--- config.mk ---
export PLATFORM = sky130hd
export DESIGN_NAME = sdram_refresh_seq
export DESIGN_NICKNAME = d
export VERILOG_FILES = /design/src/rtl/sdram_refresh_seq.sv
export SDC_FILE = /design/constraint.sdc
export NUM_CORES = 1
export LEC_CHECK = 0
export ABC_AREA = 1
export ABC_CLOCK_PERIOD_IN_PS = 2300
export BUFFER_PORTS_ARGS = -buffer_cell sky130_fd_sc_hd__buf_2
export CORE_ASPECT_RATIO = 2
export CORE_MARGIN = 2
export CORE_UTILIZATION = 55
export DETAILED_ROUTE_END_ITERATION = 12
export GPL_TIMING_DRIVEN = 0
export MAX_ROUTING_LAYER = met4
export PLACE_DENSITY_LB_ADDON = 0.12
export SLEW_MARGIN = 5
export SYNTH_ARGS = -nofsm -noshare
export SYNTH_HDL_FRONTEND = slang
export SYNTH_SLANG_ARGS = --single-unit
--- constraint.sdc ---
create_clock -name clk -period 2.3 [get_ports clk]
set_input_delay 0.23 -clock clk [delete_from_list [all_inputs] [get_ports clk]]
set_output_delay 0.23 -clock clk [all_outputs]
set_load 0.02 [all_outputs]
--- src/rtl/sdram_refresh_seq.sv ---
module sdram_refresh_seq #(
  parameter int ADDR_W    = 24,
  parameter int ROW_W     = 13,
  parameter int INTV_W    = 16,
  parameter int TRC_W     = 4,
  parameter int TRC_MIN   = 4,
  parameter int TMRD      = 2,
  parameter logic [ADDR_W-1:0] MODE_BASE = 24'hFFF000
) (
  input  logic              clk,
  input  logic              rst_n,
  input  logic              cfg_wr,
  input  logic [INTV_W-1:0] cfg_interval,
  input  logic [TRC_W-1:0]  cfg_trc,
  input  logic              host_wr,
  input  logic [ADDR_W-1:0] host_addr,
  input  logic              host_cyc,
  output logic              sd_cs_n,
  output logic              sd_ras_n,
  output logic              sd_cas_n,
  output logic              sd_we_n,
  output logic [ROW_W-1:0]  sd_addr,
  output logic              sdram_ready,
  output logic              host_stall,
  output logic              refresh_overrun,
  output logic              mode_error
);
  localparam int MV_W  = 12;
  localparam int MRD_W = $clog2(TMRD + 1);
  localparam logic [3:0] CMD_DESEL = 4'b1111;
  localparam logic [3:0] CMD_REF   = 4'b0001;
  localparam logic [3:0] CMD_MRS   = 4'b0000;

  logic              cfg_done;
  logic [INTV_W-1:0] intv, tcnt;
  logic [TRC_W-1:0]  trc_q, hold;
  logic [MRD_W-1:0]  mrd;
  logic              pend;
  logic [3:0]        cmd_q;
  logic [ROW_W-1:0]  addr_q;

  logic [MV_W-1:0] mval;
  logic in_win, mval_ok, mrs_go, mrs_bad, tick, ref_go;
  logic [TRC_W-1:0] trc_eff;

  assign mval    = host_addr[MV_W-1:0];
  assign in_win  = host_wr && (host_addr[ADDR_W-1:MV_W] == MODE_BASE[ADDR_W-1:MV_W]);
  assign mval_ok = (mval[3:0] == 4'd0) && (mval[6:4] == 3'd2 || mval[6:4] == 3'd3)
                 && (mval[8:7] == 2'd0) && (mval[11:10] == 2'd0);
  assign mrs_go  = in_win && cfg_done && mval_ok;
  assign mrs_bad = in_win && !(cfg_done && mval_ok);
  assign tick    = sdram_ready && (intv != '0) && (tcnt == intv - 1'b1);
  assign ref_go  = pend && sdram_ready && !host_cyc && (hold == '0) && !mrs_go;
  assign trc_eff = (cfg_trc < TRC_W'(TRC_MIN)) ? TRC_W'(TRC_MIN) : cfg_trc;

  assign {sd_cs_n, sd_ras_n, sd_cas_n, sd_we_n} = cmd_q;
  assign sd_addr    = addr_q;
  assign host_stall = !sdram_ready || (hold != '0) || pend;

  always_ff @(posedge clk or negedge rst_n) begin
    if (!rst_n) begin
      cfg_done <= 1'b0;
      intv     <= '0;
      trc_q    <= TRC_W'(TRC_MIN);
    end else if (cfg_wr) begin
      cfg_done <= 1'b1;
      intv     <= cfg_interval;
      trc_q    <= trc_eff;
    end
  end

  always_ff @(posedge clk or negedge rst_n) begin
    if (!rst_n)                        tcnt <= '0;
    else if (cfg_wr || tick)           tcnt <= '0;
    else if (sdram_ready && intv != 0) tcnt <= tcnt + 1'b1;
  end

  always_ff @(posedge clk or negedge rst_n) begin
    if (!rst_n) begin
      pend            <= 1'b0;
      refresh_overrun <= 1'b0;
    end else begin
      if (tick) pend <= 1'b1;
      else if (ref_go) pend <= 1'b0;
      if (tick && pend && !ref_go) refresh_overrun <= 1'b1;
    end
  end

  always_ff @(posedge clk or negedge rst_n) begin
    if (!rst_n)             hold <= '0;
    else if (ref_go)        hold <= trc_q;
    else if (hold != '0)    hold <= hold - 1'b1;
  end

  always_ff @(posedge clk or negedge rst_n) begin
    if (!rst_n) begin
      mrd         <= '0;
      sdram_ready <= 1'b0;
      mode_error  <= 1'b0;
    end else begin
      if (mrs_bad) mode_error <= 1'b1;
      if (mrs_go) begin
        mrd         <= MRD_W'(TMRD);
        sdram_ready <= 1'b0;
      end else if (mrd != '0) begin
        mrd <= mrd - 1'b1;
        if (mrd == MRD_W'(1)) sdram_ready <= 1'b1;
      end
    end
  end

  always_ff @(posedge clk or negedge rst_n) begin
    if (!rst_n) begin
      cmd_q  <= CMD_DESEL;
      addr_q <= '0;
    end else if (mrs_go) begin
      cmd_q  <= CMD_MRS;
      addr_q <= ROW_W'(mval);
    end else if (ref_go) begin
      cmd_q  <= CMD_REF;
      addr_q <= '0;
    end else begin
      cmd_q  <= CMD_DESEL;
      addr_q <= '0;
    end
  end
endmodule

# == Word-level counts from Yosys, hierarchy flattened ==
# Index checks and enable logic that the tools add are counted.
# word_totals
regBits,64
inputBits,49
output_inout_bits,21
word_cells,75
# op_classes
n_addsub,4
order_cmp,1
n_eq_ne,5
muxes,15
reduce_logical,38
# op_table
op,n
$mux 16,2
$mux 4,5
$add 16x1->16 const B,1
$eq 16x16->1,1
$logic_and 1x1->1,16
$reduce_bool 16->1,1
$sub 16x1->16 const B,1
$eq 12x12->1 const B,1
$mux 12,1
$reduce_bool 2->1,6
$logic_not 4->1,2
$eq 3x2->1 const B,2
$logic_not 1->1,5
$mux 1,5
$logic_not 2->1,2
$logic_or 1x1->1,4
$lt 4x3->1 const B,1
$mux 2,2
$reduce_bool 4->1,1
$sub 4x1->4 const B,1
$eq 2x1->1 const B,1
$reduce_and 2->1,1
$sub 2x1->2 const B,1

# == Longest topological paths before layout ==
# logic_depth
depth_word,10
depth_mapped,15
mapped_depth_nobuf,14

# == Worst setup path after synthesis ==
# No wires, ideal clock.
# synth_path
path_kind,register to register
from,register intv[0]
to,register tcnt[13]
setup_ps,121
t_arrival_ps,1761
required_time_ps,2179
path_slack_ps,419
stages_incl_launch_ff,13
n_path_buf,1
synth_period_minus_slack_ps,1881
path_cell_list,dfrtp_1 > inv_1 > ha_1 > nand2_1 > inv_1 > nand3_1 > xor2_1 > inv_1 > nor2_1 > nand3_4 > nand2_4 > buf_12 > nor2_2
# synth_via
elab_chain_len,5
word_cells_on_any_way,8
cone_classes,1 x add/sub; 1 x eq/ne; 1 x mux; 5 x reduce/logical
# synth_lines
item,line_no,rtl
"start, declared",35,"logic [INTV_W-1:0] intv, tcnt;"
"start signal, assigned",67,intv <= cfg_interval;
$sub 16x1->16 / $reduce_bool 16->1 (equally long branches),"52, 75",
$eq 16x16->1 / $logic_and 1x1->1 (equally long branches),"52, 75",
$logic_and 1x1->1,52,assign tick = sdram_ready && (intv != '0) && (tcnt == intv - 1'b1);
$logic_or 1x1->1,74,else if (cfg_wr || tick) tcnt <= '0;
$mux 16 / $reduce_bool 2->1 (equally long branches),-,
"end signal, assigned",75,else if (sdram_ready && intv != 0) tcnt <= tcnt + 1'b1;
"end, declared",35,
# Parallel ways exist; a longest one is shown, timed or not.
# A chain may end at the register's enable or synchronous reset.

# == Final worst setup path ==
# layout_path
from,register intv[1]
to,register tcnt[5]
# Same word-level chain as after synthesis.

==> impl_metrics.json <==
{
  "synthCells": 416,
  "wl_per_cell_um": 13.7,
  "clkTransAtPathRegs_ns": 0.05,
  "yosys.area_share.adder_pct": 2.62,
  "nets": 560,
  "hold_path.class": "input port to asynchronous set/reset pin",
  "tightest_slew_ns": 0.773,
  "maxCapViolations": 0,
  "synth-xor-area-share_pct": 7.09,
  "holdWs_ns": -0.0208,
  "synth-seq-area-share_pct": 45.9,
  "startpoint_type": "flop",
  "io-pin-count": 70,
  "gp_congestion": 0.912,
  "final_cells": 572,
  "switchingPower_uw": 899,
  "cts_max_path_buffers": 2,
  "power_density_nw_per_um2": 777,
  "avgSynthCellArea_um2": 8.02,
  "final.fill_count": 513,
  "hpwl_mm": 6.04,
  "clkPwrFrac_pct": 40.2,
  "fin_total_pwr_uw": 3180,
  "yosys.area_share.simple_pct": 32.0,
  "drive_above_1_share_pct": 23.8,
  "die_w_um": 59.1,
  "cp.required_ns": 2.51,
  "fmaxAchievable_mhz": 481,
  "vias_per_cell": 4.96,
  "p_seq_share_pct": 40.1,
  "root_buffer": "clkbuf_16",
  "rows": 40,
  "clkSinkCount": 61,
  "synth_top_family_by_area": "simple AND/OR/NAND/NOR gates",
  "synth_compound_area_share_pct": 4.80,
  "dieArea_um2": 6740,
  "core_area_um2": 5960,
  "synth_area_um2": 3340,
  "hold_buffers": 0,
  "grt_first_pass_wirelength_mm": 12.9,
  "dr.pass1.iters": 4,
  "port_buffers": 68,
  "start_util_pct": 56.0,
  "cts_tree": "done",
  "critical_path_class": "flop to flop",
  "grt_start_max_net_pins": 62,
  "post_cts_buffers": 0,
  "p_sw_share_pct": 28.2,
  "yosysWarnings": 0,
  "violations": "hold timing",
  "ys_ff_latch": 61,
  "num_vias": 2839,
  "final_common_cell": "nand2_1",
  "n_antenna_cell": 0,
  "synth_cell_types": 34,
  "drt_iter0_drc": 89,
  "htree_levels": 3,
  "rsz0062_at_grt": "false",
  "critPathArrivalTime_ns": 2.29,
  "drc": 0,
  "peakVddDrop_mv": 0.572,
  "grt_pass1_vias": 2840,
  "area_growth_pct": 22.8,
  "muxShareOfSynthArea_pct": 0,
  "setup_viol_count_final": 0,
  "clock_latency_ns": 0.33,
  "layout_min_cycle_time_ns": 2.08,
  "p_int_uw": 2290,
  "power_leakage_uw": 0.00208,
  "antenna_found_initial": 0,
  "routed_wl_mm": 7.85,
  "report.final.slew_viol_count": 0,
  "finalHoldViolCount": 31,
  "ant_nets": 0,
  "grt_usage_pct": 27.1,
  "mostFrequentLayoutCells": "nand2_1, buf_2, dfrtp_1, inv_1, nor2_1",
  "numCtsBuffers": 9,
  "worstSetupEndpointType": "flop",
  "skew_ns": 0.00689,
  "min_period_over_period_pct": 90.3,
  "cp_max_fo": 10,
  "slew_headroom_pct": 48.5,
  "placed_cells": 556,
  "grt-ovfl-total": 0,
  "outcome": "finished with violations",
  "power.combinational.fraction_pct": 19.6,
  "chipHeight_um": 114
}
power by group through the flow:
stage / Combinational (uW) / Clock [uW] / Sequential [uW]
6_report: 625 / 1280 / 1280
5_1_grt: 733 / 1350 / 1290
4_1_cts: 634 / 1300 / 1280
3_5_place_dp: 622 / 0 / 1290
3_3_place_gp: 605 / 0 / 1290
2_1_floorplan: 441 / 0 / 1290
metal layers:
| metal | share of wire (%) | up-vias | track usage [%] |
|---|---|---|---|
| li1 | - | 1459 | - |
| met1 | 37 | 1309 | 25.2 |
| met2 | 57 | 46 | 48.7 |
| met3 | 2.8 | 25 | 5.31 |
| met4 | 3.8 | 0 | 15.9 |
| met5 | 0 | - | - |
cells by family after synthesis:
family	after synthesis
other	1
DFF	61
adders and majority gates	7
and+or+nand+nor	231
AOI/OAI and AO/OA	30
xor gates and xnor gates	27
buffers and inverters	59
worst max-delay path, cell delays in order (launching register included):
cell     delay (ns)
dfrtp_1        0.38
inv_1          0.13
ha_4           0.19
nand2_1        0.11
inv_1          0.16
nand2_1        0.07
nand2_1        0.06
nand3_1        0.10
nor2_1         0.10
nand2_1        0.10
nor2_4         0.12
nand3_4        0.12
nand2_4        0.13
buf_12         0.15
nor2_2         0.04
worst paths after layout:
check	endpoint	cells after the start	start	slack, ns
setup / recovery	tcnt[5]	14	intv[1]	0.22
min in group clk	intv[10]	3	cfg_interval[10]	0.10
hold / removal	hold[3]	1	rst_n	-0.02
hold reg to reg	cfg_done	2	cfg_done	0.44
setup reg to reg	tcnt[5]	14	intv[1]	0.22
max in group asynchronous	tcnt[14]	1	rst_n	1.81
cell type report:
type | count | area, um^2 | area share (%)
Inverter | 50 | 188 | 4.58
Timing Repair Buffer | 68 | 343 | 8.37
Clock buffer | 15 | 288 | 7.02
Multi-Input combinational cell | 305 | 1600 | 39.1
Clock inverter | 1 | 5.00 | 0.122
Sequential cell | 61 | 1530 | 37.3
Tap cell | 63 | 78.8 | 1.92
Buffer | 9 | 62.6 | 1.53
sequential cells by signal (all words and copies together), names as in the netlist:
signal	flops
cfg_done	1
trc_q	4
cmd_q	2
tcnt	16
intv	16
pend	1
mrd	2
sdram_ready	1
mode_error	1
sd_addr	12
hold	4
refresh_overrun	1
synth_stat cells:
master / instances / area, um^2
nor4_1: 2 / 12.5
nand2_4: 1 / 11.3
clkbuf_2: 1 / 5.00
or2_0: 1 / 6.26
nand2_1: 109 / 409
dfrtp_1: 58 / 1450
nor3_1: 5 / 25.0
buf_12: 1 / 20.0
o22a_1: 1 / 8.76
conb_1: 1 / 3.75
nand3_4: 1 / 17.5
dfstp_2: 3 / 78.8
inv_2: 1 / 3.75
nor3_2: 1 / 10.0
nand3_1: 28 / 140
buf_4: 3 / 22.5
xnor2_1: 10 / 87.6
nand3b_1: 5 / 37.5
nor2_4: 5 / 56.3
ha_1: 7 / 87.6
nor2_2: 14 / 87.6
nand4_1: 6 / 37.5
nor2_1: 47 / 176
o21bai_1: 1 / 7.51
xor2_1: 17 / 149
o21ai_0: 23 / 115
inv_1: 49 / 184
clkbuf_1: 4 / 15.0
nand3_2: 1 / 10.0
or2_2: 1 / 6.26
a21oi_1: 3 / 15.0
a21o_1: 1 / 7.51
nand2_2: 4 / 25.0
a31oi_1: 1 / 6.26
repair_timing:
| action | in CTS | in global routing |
|---|---|---|
| gates resized for setup | 1 | 2 |
| endpoints found under the setup margin | 10 | 10 |
| gates cloned | 0 | 0 |
stage by stage:
stage | cell area, um^2 | setup WS, ns | TNS, ns | util (%)
global placement | 3790 | 0.0212 | 0 | 63.6
floorplan | 3370 | 0.419 | 0 | -
global route | 4100 | 0.0111 | 0 | 68.8
detailed placement | 3790 | -0.00571 | -0.0167 | 63.7
CTS | 4090 | 0.0460 | 0 | 68.6
finish | 4100 | 0.222 | 0 | 68.8
No activity file was read; power rests on OpenSTA's default activity.
